==> src/rtl/fsc_pkg.sv <==
package fsc_pkg;

    typedef enum logic [1:0] {
        ST_RUN    = 2'd0,
        ST_DRAIN  = 2'd1,
        ST_REPART = 2'd2
    } fsc_state_e;

    // Smallest r with 2**r >= v (v >= 1).
    function automatic int ceil_log2(input int v);
        int r;
        r = 0;
        while ((1 << r) < v) r++;
        return r;
    endfunction

endpackage

==> src/rtl/fsc_idle_counter.sv <==
module fsc_idle_counter #(
    parameter int IDLE_LIMIT = 1000
) (
    input  logic clk,
    input  logic rst_n,
    input  logic touch,
    output logic active
);
    localparam int IW = $clog2(IDLE_LIMIT + 1);

    logic [IW-1:0] idle_d, idle_q;

    always_comb begin
        idle_d = idle_q;
        if (touch)
            idle_d = '0;
        else if (idle_q < IW'(IDLE_LIMIT))
            idle_d = idle_q + 1'b1;
    end

    always_ff @(posedge clk or negedge rst_n) begin
        if (!rst_n) idle_q <= IW'(IDLE_LIMIT);
        else        idle_q <= idle_d;
    end

    assign active = idle_q < IW'(IDLE_LIMIT);

    // counter saturates at the limit
    a_r3_idle_bounded: assert property (@(posedge clk) disable iff (!rst_n)
        idle_q <= IW'(IDLE_LIMIT));

    // any touch makes the core active on the next cycle
    a_r3_touch_wakes: assert property (@(posedge clk) disable iff (!rst_n)
        touch |=> active);

endmodule

==> src/rtl/fsc_bucket.sv <==
module fsc_bucket #(
    parameter int NUM_CORES = 4,
    parameter int P_LOG     = 2,
    parameter int LOG_W     = 2,
    parameter int NA_W      = 3
) (
    input  logic [NUM_CORES-1:0] active,
    output logic [NA_W-1:0]      n_act,
    output logic [LOG_W-1:0]     tgt_log
);
    always_comb begin
        n_act = '0;
        for (int i = 0; i < NUM_CORES; i++)
            n_act = n_act + NA_W'(active[i]);
        tgt_log = LOG_W'(P_LOG);
        for (int k = P_LOG; k >= 0; k--)
            if ((1 << k) >= int'(n_act))
                tgt_log = LOG_W'(k);
    end
endmodule

==> src/rtl/fsc_assigner.sv <==
module fsc_assigner #(
    parameter int NUM_CORES = 4,
    parameter int IDX_W     = 2
) (
    input  logic [NUM_CORES-1:0]       active,
    output logic [NUM_CORES*IDX_W-1:0] idx_flat
);
    always_comb begin
        int cnt;
        cnt = 0;
        idx_flat = '0;
        for (int i = 0; i < NUM_CORES; i++) begin
            if (active[i]) begin
                idx_flat[i*IDX_W +: IDX_W] = IDX_W'(cnt);
                cnt++;
            end
        end
    end
endmodule

==> src/rtl/fabric_share_ctrl.sv <==
module fabric_share_ctrl #(
    parameter  int NUM_CORES  = 4,
    parameter  int NUM_ROWS   = 24,
    parameter  int IDLE_LIMIT = 1000,
    localparam int P_LOG      = fsc_pkg::ceil_log2(NUM_CORES),
    localparam int NUM_PARTS  = 1 << P_LOG,
    localparam int IDX_W      = (P_LOG > 0) ? P_LOG : 1,
    localparam int LOG_W      = (P_LOG > 0) ? $clog2(P_LOG + 1) : 1,
    localparam int CNT_W      = P_LOG + 1,
    localparam int ROW_W      = $clog2(NUM_ROWS + 1),
    localparam int NA_W       = $clog2(NUM_CORES + 1)
) (
    input  logic                       clk,
    input  logic                       rst_n,
    input  logic [NUM_CORES-1:0]       core_req,
    input  logic [NUM_PARTS-1:0]       part_done,
    output logic [NUM_CORES-1:0]       core_grant,
    output logic [NUM_CORES-1:0]       core_assigned,
    output logic [NUM_CORES*IDX_W-1:0] core_part,
    output logic [CNT_W-1:0]           part_count,
    output logic [ROW_W-1:0]           part_rows,
    output logic                       reconfig
);
    import fsc_pkg::*;

    typedef struct packed {
        fsc_state_e                 st;
        logic [NUM_PARTS-1:0]       infl;
        logic [NUM_CORES-1:0]       asg;
        logic [NUM_CORES*IDX_W-1:0] part;
        logic [LOG_W-1:0]           lg;
    } ctl_t;

    ctl_t ctl_d, ctl_q;

    logic [IDX_W-1:0]           pidx [NUM_CORES];
    logic [NUM_CORES-1:0]       touch;
    logic [NUM_CORES-1:0]       active;
    logic [NA_W-1:0]            n_act;
    logic [LOG_W-1:0]           tgt_log;
    logic [NUM_CORES*IDX_W-1:0] new_idx;
    logic [NUM_CORES-1:0]       grant;
    logic                       need;

    // Partition ownership and idle touch per core
    always_comb begin
        for (int i = 0; i < NUM_CORES; i++) begin
            pidx[i]  = ctl_q.part[i*IDX_W +: IDX_W];
            touch[i] = core_req[i] | (ctl_q.asg[i] & ctl_q.infl[pidx[i]]);
        end
    end

    for (genvar gi = 0; gi < NUM_CORES; gi++) begin : g_idle
        fsc_idle_counter #(.IDLE_LIMIT(IDLE_LIMIT)) u_idle (
            .clk    (clk),
            .rst_n  (rst_n),
            .touch  (touch[gi]),
            .active (active[gi])
        );
    end

    fsc_bucket #(
        .NUM_CORES (NUM_CORES),
        .P_LOG     (P_LOG),
        .LOG_W     (LOG_W),
        .NA_W      (NA_W)
    ) u_bucket (
        .active  (active),
        .n_act   (n_act),
        .tgt_log (tgt_log)
    );

    fsc_assigner #(
        .NUM_CORES (NUM_CORES),
        .IDX_W     (IDX_W)
    ) u_assign (
        .active   (active),
        .idx_flat (new_idx)
    );

    // Next-state logic
    always_comb begin
        ctl_d = ctl_q;
        grant = '0;
        need  = (tgt_log != ctl_q.lg)
              || ((active & ~ctl_q.asg) != '0)
              || ((n_act == '0) && (ctl_q.asg != '0));
        ctl_d.infl = ctl_q.infl & ~part_done;
        case (ctl_q.st)
            ST_RUN: begin
                if (need) begin
                    ctl_d.st = ST_DRAIN;
                end else begin
                    for (int i = 0; i < NUM_CORES; i++) begin
                        if (core_req[i] && ctl_q.asg[i] && !ctl_q.infl[pidx[i]]) begin
                            grant[i] = 1'b1;
                            ctl_d.infl[pidx[i]] = 1'b1;
                        end
                    end
                end
            end
            ST_DRAIN: begin
                if (ctl_q.infl == '0)
                    ctl_d.st = ST_REPART;
            end
            ST_REPART: begin
                ctl_d.st   = ST_RUN;
                ctl_d.asg  = active;
                ctl_d.part = new_idx;
                ctl_d.lg   = tgt_log;
            end
            default: ctl_d.st = ST_RUN;
        endcase
    end

    always_ff @(posedge clk or negedge rst_n) begin
        if (!rst_n) begin
            ctl_q.st   <= ST_RUN;
            ctl_q.infl <= '0;
            ctl_q.asg  <= '0;
            ctl_q.part <= '0;
            ctl_q.lg   <= '0;
        end else begin
            ctl_q <= ctl_d;
        end
    end

    assign core_grant    = grant;
    assign core_assigned = ctl_q.asg;
    assign core_part     = ctl_q.part;
    assign part_count    = CNT_W'(1) << ctl_q.lg;
    assign part_rows     = ROW_W'(NUM_ROWS) >> ctl_q.lg;
    assign reconfig      = (ctl_q.st != ST_RUN);

    // nothing is granted while draining or repartitioning
    a_r5_no_grant_reconfig: assert property (@(posedge clk) disable iff (!rst_n)
        reconfig |-> (core_grant == '0));

    // no new in-flight partition appears during drain
    a_r5_drain_no_new: assert property (@(posedge clk) disable iff (!rst_n)
        (ctl_q.st == ST_DRAIN) |=> ((ctl_q.infl & ~$past(ctl_q.infl)) == '0));

    // only assigned cores are granted
    a_r7_grant_assigned: assert property (@(posedge clk) disable iff (!rst_n)
        (core_grant & ~core_assigned) == '0);

    // partition count is a power of two
    a_r2_count_pow2: assert property (@(posedge clk) disable iff (!rst_n)
        $countones(part_count) == 1);

    // mapping changes only out of the repartition state
    a_r6_map_frozen: assert property (@(posedge clk) disable iff (!rst_n)
        (ctl_q.st != ST_REPART) |=> ($stable(core_part) && $stable(core_assigned)));

    // an empty pool ends with one partition and no owner
    a_r9_empty_pool: assert property (@(posedge clk) disable iff (!rst_n)
        (ctl_q.st == ST_REPART && n_act == '0) |=> (core_assigned == '0 && part_count == CNT_W'(1)));

endmodule

==> config.mk <==
export PLATFORM = sky130hd
export DESIGN_NAME = fabric_share_ctrl
export DESIGN_NICKNAME = d
export VERILOG_FILES = /design/src/rtl/fsc_pkg.sv /design/src/rtl/fsc_idle_counter.sv /design/src/rtl/fsc_bucket.sv /design/src/rtl/fsc_assigner.sv /design/src/rtl/fabric_share_ctrl.sv
export SDC_FILE = /design/constraint.sdc
export NUM_CORES = 1
export LEC_CHECK = 0
export ABC_AREA = 1
export BUFFER_PORTS_ARGS = -buffer_cell sky130_fd_sc_hd__clkbuf_2
export CELL_PAD_IN_SITES_DETAIL_PLACEMENT = 2
export CELL_PAD_IN_SITES_GLOBAL_PLACEMENT = 2
export CORE_MARGIN = 3
export CORE_UTILIZATION = 37
export CTS_BUF_LIST = sky130_fd_sc_hd__clkbuf_4 sky130_fd_sc_hd__clkbuf_8 sky130_fd_sc_hd__clkbuf_16
export DETAILED_ROUTE_END_ITERATION = 7
export GPL_TIMING_DRIVEN = 0
export PLACE_DENSITY = 0.95
export SLEW_MARGIN = 10
export SYNTH_ARGS = -nofsm -noshare
export SYNTH_HDL_FRONTEND = slang
export SYNTH_HIERARCHICAL = 1
export SYNTH_SLANG_ARGS = --single-unit
==> constraint.sdc <==
create_clock -name clk -period 6.3 [get_ports clk]
set_clock_uncertainty 0.05 [all_clocks]
set_input_delay 0.63 -clock clk [delete_from_list [all_inputs] [get_ports clk]]
set_output_delay 0.63 -clock clk [all_outputs]
set_load 0.02 [all_outputs]
**After elaboration in Yosys (flattened, before gate mapping)**

Cells that the tools add are included.

- Word-level logic and storage cells: 130
- Output and inout bits: 25
- Bits of input ports: 10
- Flip-flop bits (word level): 58

- Reduce and logical (&&, ||, !) cells: 29
- $add $sub $neg: 9
- Magnitude comparators: 12
- Equality and inequality tests: 5
- Mux-type cells: 49
- Shifts and indexed selects: 2
- Bitwise operators: 15

Operators with widths:

| kind | number |
|---|---|
| $mux 10 | 8 |
| $mux 4 | 13 |
| $add 10x1->10 const B | 4 |
| $lt 10x10->1 const B | 4 |
| $mux 2 | 8 |
| $mux 1 | 13 |
| $logic_and 1x1->1 | 12 |
| $or 4x4->4 | 3 |
| $reduce_bool 2->1 | 5 |
| $lt 2x3->1 const B | 3 |
| $and 4x4->4 | 2 |
| $not 4->4 | 2 |
| $reduce_bool 4->1 | 2 |
| $add 3x1->3 | 2 |
| $bmux 1 s2 | 3 |
| $demux 1 s2 | 3 |
| $ge 2x1->1 const B | 3 |
| $shr 5x2->5 const A | 1 |
| $and 1x1->1 | 4 |
| $logic_not 1->1 | 4 |
| $logic_not 4->1 | 1 |
| $ne 2x2->1 const B | 2 |
| $or 1x1->1 | 4 |
| $pmux 2 s2 | 1 |
| 13 further kinds | 14 |

**Longest topological paths before layout**

Gate-level depths: netlist (run 1).

- Depth in word-level cells: 24
- Gate-level depth with buffers: 15
- Depth with buffers taken out: 15

**By module**

The synthesis (run 1) kept the hierarchy.

By module, submodules not included:

| module | sequential area each (um^2) | times used | area an instance (um^2) | cells each |
|---|---|---|---|---|
| fsc_idle_counter | 257.7 | 4 | 603.1 | 82 |
| fabric_share_ctrl | 500.5 | 1 | 1485.2 | 215 |
| fsc_assigner | 0.0 | 1 | 103.8 | 17 |
| fsc_bucket | 0.0 | 1 | 83.8 | 10 |

**Worst setup path before layout (run 1)**

No wires, ideal clock.

- Kind: register to output
- Start: reg g_idle[0].u_idle.idle_q[7]
- End: out core_grant[0]
- Required time: 5620 ps
- Path buffers: 0
- Setup slack: 2751 ps
- Data arrival time: 2869 ps
- Stages on the path, launching flop included: 15
- Cells stage by stage: dfstp_2 > nand2_1 > nor2_2 > nand2_2 > fa_1 > ha_1 > ha_1 > a21oi_1 > inv_1 > nand2_1 > nand4_1 > or2_4 > nor2_8 > inv_2 > nor2_2

- Longest elaborated chain between the ends: 12
- Elaborated cells on any way between the ends: 17
- Classes of those cells: 3 x add/sub; 3 x order compare; 1 x eq/ne; 4 x mux; 1 x bitwise; 5 x reduce/logical

Ends and longest elaborated chain:

| item | line | text |
|---|---|---|
| from (decl) | fsc_idle_counter.sv:11 | `logic [IW-1:0] idle_d, idle_q;` |
| from (signal assigned) | fsc_idle_counter.sv:22 | `if (!rst_n) idle_q <= IW'(IDLE_LIMIT);` |
| from (signal assigned) | fsc_idle_counter.sv:23 | `else idle_q <= idle_d;` |
| $lt 10x10->1 * | fsc_idle_counter.sv:26 | `assign active = idle_q < IW'(IDLE_LIMIT);` |
| net active[0] | fabric_share_ctrl.sv:38 | `logic [NUM_CORES-1:0] active;` |
| $add 1x1->2 * | fsc_bucket.sv:14 | `n_act = n_act + NA_W'(active[i]);` |
| $add 3x1->3 * (2 in a row) | fsc_bucket.sv:14 |  |
| net n_act[1] | fabric_share_ctrl.sv:39 | `logic [NA_W-1:0] n_act;` |
| $ge 2x3->1 | fsc_bucket.sv:17 | `if ((1 << k) >= int'(n_act))` |
| $mux 2 | fsc_bucket.sv:17 |  |
| $mux 2 * | fsc_bucket.sv:17 |  |
| net tgt_log[1] | fabric_share_ctrl.sv:40 | `logic [LOG_W-1:0] tgt_log;` |
| $ne 2x2->1 * | fabric_share_ctrl.sv:85 | `need = (tgt_log != ctl_q.lg)` |
| $logic_or 1x1->1 * | fabric_share_ctrl.sv:86 | `\|\| ((active & ~ctl_q.asg) != '0)` |
| $logic_or 1x1->1 * | fabric_share_ctrl.sv:87 | `\|\| ((n_act == '0) && (ctl_q.asg != '0));` |
| $mux 4 * | fabric_share_ctrl.sv:91 | `if (need) begin` |
| $mux 4 * | fabric_share_ctrl.sv:89 | `case (ctl_q.st)` |
| to (decl) | fabric_share_ctrl.sv:17 | `output logic [NUM_CORES-1:0] core_grant,` |

Mark *: on every way through the listed nets, which the timed path passes. The rest lies on a longest branch.

**Worst setup path after layout (run 1)**

- Start: reg g_idle[1].u_idle.idle_q[7]
- End: out core_grant[3]

- Longest elaborated chain between the ends: 12
- Elaborated cells on any way between the ends: 17
- Classes of those cells: 3 x add/sub; 3 x order compare; 1 x eq/ne; 4 x mux; 1 x bitwise; 5 x reduce/logical

Ends and longest elaborated chain:

| item | line |
|---|---|
| from (decl) | fsc_idle_counter.sv:11 |
| from (signal assigned) | fsc_idle_counter.sv:22 |
| from (signal assigned) | fsc_idle_counter.sv:23 |
| $lt 10x10->1 * | fsc_idle_counter.sv:26 |
| net active[1] | fabric_share_ctrl.sv:38 |
| $add 1x1->2 * | fsc_bucket.sv:14 |
| $add 3x1->3 * (2 in a row) | fsc_bucket.sv:14 |
| net n_act[1] | fabric_share_ctrl.sv:39 |
| $ge 2x3->1 | fsc_bucket.sv:17 |
| $mux 2 | fsc_bucket.sv:17 |
| $mux 2 * | fsc_bucket.sv:17 |
| net tgt_log[0] | fabric_share_ctrl.sv:40 |
| $ne 2x2->1 * | fabric_share_ctrl.sv:85 |
| $logic_or 1x1->1 * | fabric_share_ctrl.sv:86 |
| $logic_or 1x1->1 * | fabric_share_ctrl.sv:87 |
| $mux 4 * | fabric_share_ctrl.sv:91 |
| $mux 4 * | fabric_share_ctrl.sv:89 |

Marked as above.

==> results of run 1 <==
-- critical path: stages (launching register included) --
cell,delay (ns)
dfstp_2,0.57
nand2_1,0.10
nor2_2,0.20
nand2_2,0.21
fa_1,0.52
ha_1,0.23
ha_1,0.32
nand2_1,0.11
nor2_2,0.05
inv_1,0.09
o22ai_1,0.11
nor2_1,0.14
nand2_1,0.15
nor2_8,0.20
inv_2,0.10
nor2_2,0.09
clkbuf_2,0.17
-- worst max-delay path by stage --
stage,startpoint,end,slack [ns]
floorplan,g_idle[0].u_idle/idle_q[7]$_DFFE_PN1P_,core_grant[0],2.75
global placement,g_idle[0].u_idle/idle_q[7]$_DFFE_PN1P_,core_grant[2],2.45
detailed placement,g_idle[0].u_idle/idle_q[7]$_DFFE_PN1P_,core_grant[3],2.26
CTS,g_idle[0].u_idle/idle_q[7]$_DFFE_PN1P_,core_grant[3],1.85
global route,g_idle[1].u_idle/idle_q[7]$_DFFE_PN1P_,core_grant[1],1.69
finish,g_idle[1].u_idle/idle_q[7]$_DFFE_PN1P_,core_grant[3],1.90
-- per-stage QoR --
| step | area, µm² | total power [mW] |
|---|---|---|
| after CTS | 4650 | 1.41 |
| after global placement | 4430 | 0.999 |
| final | 4650 | 1.40 |
| after detailed placement | 4460 | 1.05 |
| after floorplan | 4090 | 0.868 |
| after global routing | 4650 | 1.49 |
-- state kept, by name, indices dropped and copies added (netlist names) --
| signal | flops |
|---|---|
| core_part | 8 |
| g_idle.u_idle/idle_q | 40 |
| core_assigned | 4 |
| ctl_q | 8 |
-- routing by layer --
metal	up-vias	part of all wire [%]	track usage, %
li1	1899	-	-
met1	2014	39	26.3
met2	75	55	47.4
met3	42	2.5	4.26
met4	0	3.2	9.89
met5	-	0	0
-- final cells by class --
| type | instances | share of cell area (%) |
|---|---|---|
| Tap cell | 136 | 3.66 |
| Inverter | 69 | 5.68 |
| Buffer | 23 | 3.39 |
| Clock buffer | 14 | 3.74 |
| Clock inverter | 2 | 0.215 |
| Multi-Input combinational cell | 420 | 46.0 |
| Sequential cell | 60 | 33.0 |
| Timing Repair Buffer | 35 | 4.31 |
-- power by group through the flow --
stage,clock network (mW),logic [mW],registers [mW]
after global routing,0.362,0.579,0.548
final,0.335,0.525,0.537
after global placement,0,0.472,0.526
after CTS,0.345,0.531,0.537
after detailed placement,0,0.517,0.537
after floorplan,0,0.363,0.505
-- kinds of logic after synthesis --
| logic type | after synthesis | share of synthesized area, % |
|---|---|---|
| flops | 60 | 37.5 |
| compound gates | 38 | 5.18 |
| buf+inv | 92 | 10.3 |
| simple gates | 364 | 42.1 |
| fa+ha+maj | 15 | 4.78 |
| other cells | 1 | 0.0918 |
-- layout by cell type (no fill, tap or decap), types with 2 or more instances in the layout --
cell type | netlist | routed
nor2_2 | 11 | 11
clkinv_2 | 4 | 6
conb_1 | 1 | 3
nand3_4 | 4 | 4
clkbuf_4 | 0 | 4
inv_1 | 56 | 56
dfstp_2 | 24 | 24
nor2_4 | 7 | 7
nand3b_1 | 2 | 2
nand4_1 | 23 | 23
buf_2 | 2 | 2
o21ai_0 | 3 | 3
clkinv_1 | 4 | 4
a21oi_1 | 16 | 16
buf_4 | 17 | 17
nor2_1 | 61 | 61
o21ai_1 | 10 | 10
nand2_2 | 9 | 9
inv_2 | 5 | 5
o21bai_1 | 8 | 8
ha_1 | 14 | 14
clkbuf_2 | 4 | 37
nand2_1 | 164 | 164
or2_2 | 8 | 8
clkbuf_8 | 0 | 11
nand3_1 | 71 | 71
dfrtp_1 | 36 | 36
nor3_1 | 2 | 2
==> flow_metrics.env, run 1 <==
export IMPL_outcome="finished clean"
export IMPL_ys_types=30
export IMPL_wl_mm=14.6
export IMPL_cts_max_level=3
export IMPL_firstDrtPassIters=4
export IMPL_fill_cells=1247
export IMPL_cap_violations=0
export IMPL_port_buffers=34
export IMPL_mappedNetlistArea_um2=4090
export IMPL_drc=0
export IMPL_grt_first_pass_wirelength_mm=24.4
export IMPL_critPathCaptureType="output port"
export IMPL_clkSlewWorstSetupHoldPaths_ns=0.08
export IMPL_dp_cells=743
export IMPL_multiInputGateArea_um2=2140
export IMPL_drive_gt1_share_pct=23.8
export IMPL_yosys_top_cells_area="dfrtp_1 (22%), dfstp_2 (15%), nand2_1 (15%), nand3_1 (8.7%), nor2_1 (5.6%)"
export IMPL_drtIter0Drc=167
export IMPL_cell_internal_pwr_mw=0.799
export IMPL_final_max_slew_violation_count=0
export IMPL_seq_power_share_pct=38.5
export IMPL_synth_edf_count=0
export IMPL_synth_ff_latch_count=60
export IMPL_power_frac_clock_pct=24.0
export IMPL_fmax_ghz=0.227
export IMPL_cts_hold_buffers_added=0
export IMPL_ir_drop_uv=200
export IMPL_syn_area_per_cell_um2=7.17
export IMPL_viasPerCell=5.31
export IMPL_die_w_um=111
export IMPL_track_usage_pct=24.6
export IMPL_hold_path_class="in -> async"
export IMPL_ys_flop_type="dfrtp_1"
export IMPL_p_leak_nw=2.32
export IMPL_hold_violations=0
export IMPL_synth_top_area_share_pct=22.1
export IMPL_vias=4030
export IMPL_ys_seq_area_share_pct=37.5
export IMPL_switching_power_mw=0.598
export IMPL_swShare_pct=42.8
export IMPL_grt_antenna_before_repair=0
export IMPL_final_core_util_pct=44.2
export IMPL_numCtsBuffers=9
export IMPL_syn_instance_count=570
export IMPL_row_count=37
export IMPL_diodes=0
export IMPL_grt_pass1_vias=4744
export IMPL_powerDensity_nw_per_um2=301
export IMPL_clock_sinks=60
export IMPL_clock_root_buffer="clkbuf_8"
export IMPL_finalSetupViolations=0
export IMPL_fin_cells=759
export IMPL_cts_setup_buffers=0
export IMPL_fp_coreArea_um2=10500
export IMPL_cts_tree="done"
export IMPL_die_area_um2=12300
export IMPL_synth_area_leader_cell="dfrtp_1"
export IMPL_reg2reg_from="g_idle[1].u_idle/idle_q[7]$_DFFE_PN1P_"
export IMPL_synthArstFlopShare_pct=100
export IMPL_crit_path_start_kind="flip-flop"
export IMPL_final_setup_tns_ns=0
export IMPL_crit_required_ns=5.62
export IMPL_clock_path_buffers=2
export IMPL_avgRoutedWirePerCell_um=19.2
export IMPL_dp_hpwl_mm=10.7
export IMPL_synth_most_common_cell="nand2_1"
export IMPL_yosysWarnings=6
export IMPL_place_ws_ns=2.26
export IMPL_period_needed_ns=4.40
export IMPL_post_cts_resized=0
export IMPL_die_y_um=111
export IMPL_area_delta_synth_final_pct=13.8
export IMPL_setup_ws_ns=1.90
export IMPL_hold_ws_ns=0.154
export IMPL_r2r_slack_ns=2.92
export IMPL_netlist_top_cells_count="nand2_1 (164), nand3_1 (71), nor2_1 (61)"
export IMPL_ff_latch_area_um2=1530
export IMPL_clk_latency_ns=0.36
export IMPL_period_share_pct=69.9
export IMPL_grt_start_max_net_pins=43
export IMPL_comb_power_share_pct=37.5
export IMPL_critical_path_class="reg -> out"
export IMPL_io_pins=35
export IMPL_rsz0062_at_grt="no"
export IMPL_worstPathArrival_ns=3.72
export IMPL_final_nets=643
export IMPL_gp_congestion=0.807
export IMPL_overflow=0
export IMPL_worst_r2r_endpoint="ctl_q[15]$_DFF_PN0_"
export IMPL_cp_max_fo=10
export IMPL_ff2ff_path_depth=15
export IMPL_start_util_pct=38.9
export IMPL_final_antenna_net_count=0
No activity file was read; power rests on OpenSTA's default activity.
==> inputs of run 2 (changes only) <==
Settings changed: ABC_AREA 1 to 0, CORE_UTILIZATION 37 to 35, PLACE_DENSITY 0.95 to 0.88.
Clock period 6.3 ns to 3.71 ns, I/O delays scaled along.
==> run 2 against run 1 <==
Against the previous run:
- the flow now finishes with violations (negative setup slack)
- combinational power up 72%
- final cell count down 21%
- first-iteration DRC count up 1.8%
==> flow_metrics.env, run 2 <==
export IMPL_outcome="finished, violations left"
export IMPL_violations="negative setup slack"
export IMPL_clock_path_buffers=2
export IMPL_diodes=0
export IMPL_worstPathArrival_ns=3.50
export IMPL_overflow=0
export IMPL_final_antenna_net_count=0
export IMPL_fp_coreArea_um2=10500
export IMPL_numCtsBuffers=9
export IMPL_area_delta_synth_final_pct=26.2
export IMPL_yosys_top_cells_area="dfrtp_1 (24%), dfstp_2 (17%), ha_1 (4.6%), mux2_2 (4.4%), nand3_1 (3.9%)"
export IMPL_hold_violations=0
export IMPL_place_area_um2=4180
export IMPL_syn_instance_count=385
export IMPL_critPathCaptureType="output port"
export IMPL_io_pins=35
export IMPL_netlist_top_cells_count="dfrtp_1 (36), nand3_1 (30), dfstp_2 (24)"
export IMPL_vias=3418
export IMPL_synth_top_area_share_pct=23.7
export IMPL_clk_latency_ns=0.35
export IMPL_final_max_slew_violation_count=0
export IMPL_ys_types=54
export IMPL_fmax_ghz=0.255
export IMPL_die_w_um=110
export IMPL_synth_edf_count=0
export IMPL_row_count=37
export IMPL_final_common_cell="buf_4"
export IMPL_final_setup_tns_ns=-0.636
export IMPL_largest_register="g_idle.u_idle/idle_q"
export IMPL_synth_ff_latch_count=60
export IMPL_drtIter0Drc=170
export IMPL_p_leak_nw=2.08
export IMPL_largest_reg_flops=40
export IMPL_drc=0
export IMPL_hold_ws_ns=0.152
export IMPL_final_nets=487
export IMPL_ys_seq_area_share_pct=40.2
export IMPL_avgRoutedWirePerCell_um=21.6
export IMPL_synth_most_common_cell="dfrtp_1"
export IMPL_design_area_um2=4800
export IMPL_firstDrtPassIters=5
export IMPL_period_share_pct=106
export IMPL_grt_pass1_vias=3854
export IMPL_setup_ws_ns=-0.212
export IMPL_drive_gt1_share_pct=38.1
export IMPL_finalSetupViolations=4
export IMPL_layout_common_cells="buf_4 (47), dfrtp_1 (36), nand3_1 (30)"
export IMPL_ir_drop_uv=227
export IMPL_cts_max_level=3
export IMPL_die_y_um=110
export IMPL_clock_root_buffer="clkbuf_8"
export IMPL_grt_first_pass_wirelength_mm=21.0
export IMPL_critical_path_class="reg -> out"
export IMPL_cap_violations=0
export IMPL_ff2ff_path_depth=11
export IMPL_min_delay_start="part_done[2]"
export IMPL_grt_antenna_before_repair=0
export IMPL_gp_congestion=0.789
export IMPL_ys_flop_type="dfrtp_1"
export IMPL_grt_start_max_net_pins=33
export IMPL_crit_required_ns=3.29
export IMPL_die_area_um2=12200
export IMPL_wl_mm=13.0
export IMPL_period_needed_ns=3.92
export IMPL_rsz0062_at_grt="yes"
export IMPL_clkSlewWorstSetupHoldPaths_ns=0.07
export IMPL_synth_area_leader_cell="dfrtp_1"
export IMPL_clock_sinks=60
export IMPL_viasPerCell=5.67
export IMPL_mappedNetlistArea_um2=3800
export IMPL_worst_r2r_endpoint="ctl_q[18]$_DFFE_PN0P_"
export IMPL_powerDensity_nw_per_um2=506
export IMPL_dp_hpwl_mm=8.21
export IMPL_crit_path_start_kind="flip-flop"
export IMPL_cts_tree="done"
export IMPL_hold_depth=2
export IMPL_track_usage_pct=22.7
export IMPL_reg2reg_from="g_idle[1].u_idle/idle_q[5]$_DFFE_PN1P_"
export IMPL_cp_max_fo=4
export IMPL_syn_area_per_cell_um2=9.88
export IMPL_min_to="ctl_q[16]$_DFF_PN0_"
export IMPL_start_util_pct=36.4
export IMPL_synthArstFlopShare_pct=100
export IMPL_r2r_slack_ns=0.47
export IMPL_yosysWarnings=6
export IMPL_port_buffers=34
export IMPL_hold_path_class="in -> reg"
run 2: cell count changes after synthesis, moves of 15 or more:
cell | before | now
nand2_1 | 164 | 16
inv_1 | 56 | 14
nor2_1 | 61 | 19
nand3_1 | 71 | 30
nor3_1 | 2 | 23
nand4_1 | 23 | 4
mux2_2 | 0 | 15
run 2: layout make-up:
| cell class | count | area [µm²] |
|---|---|---|
| Tap cell | 136 | 170 |
| Fill cell | 1122 | 5660 |
| Buffer | 27 | 189 |
| Clock inverter | 4 | 47.5 |
| Sequential cell | 60 | 1530 |
| Timing Repair Buffer | 67 | 469 |
| Multi-Input combinational cell | 282 | 2180 |
| Inverter | 15 | 56.3 |
| Clock buffer | 12 | 159 |
run 2: worst max-delay path, stage by stage, from the launching register on:
cell and delay [ns]:
dfstp_2 0.57, o211a_4 0.20, nand2_8 0.06, fa_1 0.60, ha_4 0.17, ha_4 0.20, nor3b_4 0.15, a222oi_1 0.39
nand4b_2 0.22, buf_6 0.18, nor3_4 0.20, clkbuf_8 0.18
run 2: per-stage QoR:
step	utilization [%]	worst slack, ns	instances	power, mW
CTS	45.5	-0.241	600	2.41
global route	45.9	-0.346	603	2.59
global placement	39.7	-0.362	557	1.63
floorplan	-	0.0212	387	1.42
detailed placement	39.9	-0.492	558	1.70
finish	45.9	-0.212	603	2.43
run 2: metal layers:
metal	global-route usage (%)	share of wire [%]	wire length, µm	up-vias
li1	-	-	-	1585
met1	27.4	43	5580	1762
met2	41.2	54	7000	55
met3	2.91	2.0	266	16
met4	8.36	1.4	178	0
met5	0	0	0	-
run 2: where the power goes:
group          switching (mW)  internal (mW)  leakage (nW)
clock                   0.279          0.352         0.106
sequential              0.150          0.743         0.687
combinational           0.501          0.404          1.29
run 2: logic make-up (layout without fill, tap and decap cells):
| kind of cell | after synthesis | count (layout) | synth area share [%] |
|---|---|---|---|
| other cells | 1 | 3 | 0.0986 |
| mux | 27 | 27 | 9.17 |
| buf+inv | 45 | 125 | 6.84 |
| simple gates | 147 | 147 | 22.0 |
| xor+xnor | 1 | 1 | 0.230 |
| flops | 60 | 60 | 40.2 |
| fa+ha+maj | 15 | 15 | 5.13 |
| compound gates | 89 | 89 | 16.3 |
run 2: how the worst max path moves through the flow:
stage                                           startpoint             to  slack (ns)  cells after the start
floorplan           g_idle[0].u_idle/idle_q[6]$_DFFE_PN1P_  core_grant[0]        0.02                     10
global placement    g_idle[1].u_idle/idle_q[3]$_DFFE_PN1P_  core_grant[0]       -0.36                     10
detailed placement  g_idle[0].u_idle/idle_q[3]$_DFFE_PN1P_  core_grant[0]       -0.49                     10
CTS                 g_idle[3].u_idle/idle_q[6]$_DFFE_PN1P_  core_grant[2]       -0.24                     12
global route        g_idle[1].u_idle/idle_q[6]$_DFFE_PN1P_  core_grant[3]       -0.35                     11
finish              g_idle[1].u_idle/idle_q[5]$_DFFE_PN1P_  core_grant[3]       -0.21                     11
run 2: timing repair:
item	in CTS	in global routing
endpoints found under the setup margin	4	4
setup buffers	25	6
gates resized for setup	38	9
pin swaps	13	7
endpoints found under the hold margin	14	0
hold buffers	1	0
==> inputs of run 3 (changes only) <==
Settings changed: CELL_PAD_IN_SITES_DETAIL_PLACEMENT 2 to 1.
==> run 3 against run 2 <==
Against the previous run:
- the run still ends with negative setup slack left
- final cell count fell by 0.83%
- worst hold slack got worse by 0.0026 ns
- first-iteration DRC count fell by 9.4%
- combinational power fell by 7.7%
- global-route usage fell by 3.5 points
- power fell by 5.6%
- register-to-register slack improved by 0.05 ns
- worst setup slack improved by 0.083 ns
- via count fell by 2.1%
- fmax rose by 2.1%
- sequential share of layout area rose by 0.46 points
- critical endpoint is now core_grant[2]
- largest cell class unchanged
- largest power group is now sequential cells
==> flow_metrics.env, run 3 (same netlist as run 2, synthesis figures left out) <==
export IMPL_die_y_um=110
export IMPL_drc=0
export IMPL_r2r_slack_ns=0.52
export IMPL_swShare_pct=37.5
export IMPL_grt_start_max_net_pins=33
export IMPL_place_ws_ns=-0.434
export IMPL_critical_path_class="reg -> out"
export IMPL_power_total_mw=2.29
export IMPL_diodes=0
export IMPL_crit_path_start_kind="flip-flop"
export IMPL_numCtsBuffers=9
export IMPL_cell_internal_pwr_mw=1.43
export IMPL_violations="negative setup slack"
export IMPL_power_frac_clock_pct=25.1
export IMPL_hold_path_class="in -> reg"
export IMPL_firstDrtPassIters=4
export IMPL_final_core_util_pct=45.3
export IMPL_layout_common_cells="buf_4 (38), dfrtp_1 (36), nand3_1 (30), clkbuf_2 (30), dfstp_2 (24)"
export IMPL_hold_violations=0
export IMPL_io_pins=35
export IMPL_seq_power_share_pct=38.5
export IMPL_clkSlewWorstSetupHoldPaths_ns=0.07
export IMPL_drtIter0Drc=154
export IMPL_grt_first_pass_wirelength_mm=18.1
export IMPL_cap_violations=0
export IMPL_drive_gt1_share_pct=37.2
export IMPL_place_area_um2=4180
export IMPL_largest_reg_flops=40
export IMPL_final_common_cell="buf_4"
export IMPL_design_area_um2=4730
export IMPL_clock_sinks=60
export IMPL_overflow=0
export IMPL_viasPerCell=5.60
export IMPL_p_leak_nw=2.05
export IMPL_avgRoutedWirePerCell_um=18.0
export IMPL_clk_latency_ns=0.35
export IMPL_row_count=37
export IMPL_setup_ws_ns=-0.130
export IMPL_die_area_um2=12200
export IMPL_final_nets=482
export IMPL_area_delta_synth_final_pct=24.4
export IMPL_cp_max_fo=7
export IMPL_outcome="finished, violations left"
export IMPL_track_usage_pct=19.2
export IMPL_powerDensity_nw_per_um2=485
export IMPL_start_util_pct=36.4
export IMPL_final_antenna_net_count=0
export IMPL_worstPathArrival_ns=3.42
export IMPL_hold_ws_ns=0.149
export IMPL_fp_coreArea_um2=10500
export IMPL_largest_register="g_idle.u_idle/idle_q"
export IMPL_grt_antenna_before_repair=0
export IMPL_period_share_pct=104
export IMPL_vias=3347
export IMPL_comb_power_share_pct=36.4
export IMPL_fmax_ghz=0.260
export IMPL_crit_required_ns=3.29
export IMPL_die_w_um=110
export IMPL_critPathCaptureType="output port"
export IMPL_final_max_slew_violation_count=0
export IMPL_wl_mm=10.8
export IMPL_rsz0062_at_grt="yes"
export IMPL_clock_path_buffers=2
export IMPL_finalSetupViolations=4
export IMPL_cts_max_level=3
export IMPL_cts_tree="done"
export IMPL_dp_hpwl_mm=7.17
export IMPL_clock_root_buffer="clkbuf_8"
export IMPL_ir_drop_uv=221
export IMPL_grt_pass1_vias=3512
export IMPL_gp_congestion=0.789
export IMPL_period_needed_ns=3.84
export IMPL_port_buffers=34
export IMPL_switching_power_mw=0.861
run 3: changes by cell type in the layout (fill, tap and decap cells not counted), sizes merged:
cell and delta:
clkbuf +4, bufinv -1, clkinvlp -1, buf -7
run 3: worst paths after layout:
path                       cells after the start                              startpoint                                     end
max                                           13  g_idle[0].u_idle/idle_q[6]$_DFFE_PN1P_                           core_grant[2]
max in group asynchronous                      3                                   rst_n  g_idle[3].u_idle/idle_q[9]$_DFFE_PN1P_
min                                            2                            part_done[1]                     ctl_q[15]$_DFF_PN0_
min in group asynchronous                      2                                   rst_n  g_idle[2].u_idle/idle_q[0]$_DFFE_PN0P_
min reg2reg                                    1                   ctl_q[19]$_DFFE_PN0P_                   ctl_q[19]$_DFFE_PN0P_
max reg2reg                                   13  g_idle[0].u_idle/idle_q[6]$_DFFE_PN1P_                   ctl_q[18]$_DFFE_PN0P_
run 3: area by class of cell:
type                            instances  area, µm²
Buffer                                 30        223
Clock buffer                           14        180
Clock inverter                          2       10.0
Fill cell                            1227       5730
Inverter                               15       56.3
Multi-Input combinational cell        282       2160
Sequential cell                        60       1530
Tap cell                              136        170
Timing Repair Buffer                   59        403
run 3: layer usage:
| layer | global-route usage (%) | wire, µm | part of all wire, % | vias up |
|---|---|---|---|---|
| met5 | 0 | 0 | 0 | - |
| met4 | 5.72 | 141 | 1.3 | 0 |
| met3 | 3.90 | 332 | 3.1 | 10 |
| met2 | 34.4 | 5650 | 53 | 45 |
| met1 | 23.1 | 4630 | 43 | 1722 |
| li1 | - | - | - | 1570 |
run 3: metrics by stage:
stage | instances | TNS [ns]
final | 598 | -0.301
after global routing | 598 | -1.04
after CTS | 598 | -0.453
after detailed placement | 558 | -1.45
after global placement | 557 | -1.21
after floorplan | 387 | 0
run 3: worst max-delay path: stages, from the launching register on:
cell and delay (ns):
dfstp_2 0.55, and3_4 0.18, buf_6 0.11, nand2_8 0.07
fa_1 0.49, ha_2 0.21, inv_1 0.05, ha_1 0.23
nor3b_4 0.22, o2111ai_1 0.16, nand4b_2 0.28, buf_6 0.18
nor3_2 0.15, clkbuf_4 0.19
run 3: power groups by stage:
| stage | registers (mW) | logic (mW) | clock network (mW) |
|---|---|---|---|
| 2_1_floorplan | 0.850 | 0.566 | 0 |
| 3_3_place_gp | 0.886 | 0.744 | 0 |
| 3_5_place_dp | 0.896 | 0.779 | 0 |
| 4_1_cts | 0.883 | 0.845 | 0.598 |
| 5_1_grt | 0.906 | 0.924 | 0.627 |
| 6_report | 0.883 | 0.835 | 0.576 |
run 3: repair_timing:
item                                    4_1_cts  5_1_grt
resized for setup                            37        0
setup buffers                                23        0
hold buffers                                  1        0
endpoints found under the setup margin        4        4
endpoints found under the hold margin        14        0
pin swaps                                    14        2
cloned                                        0        0
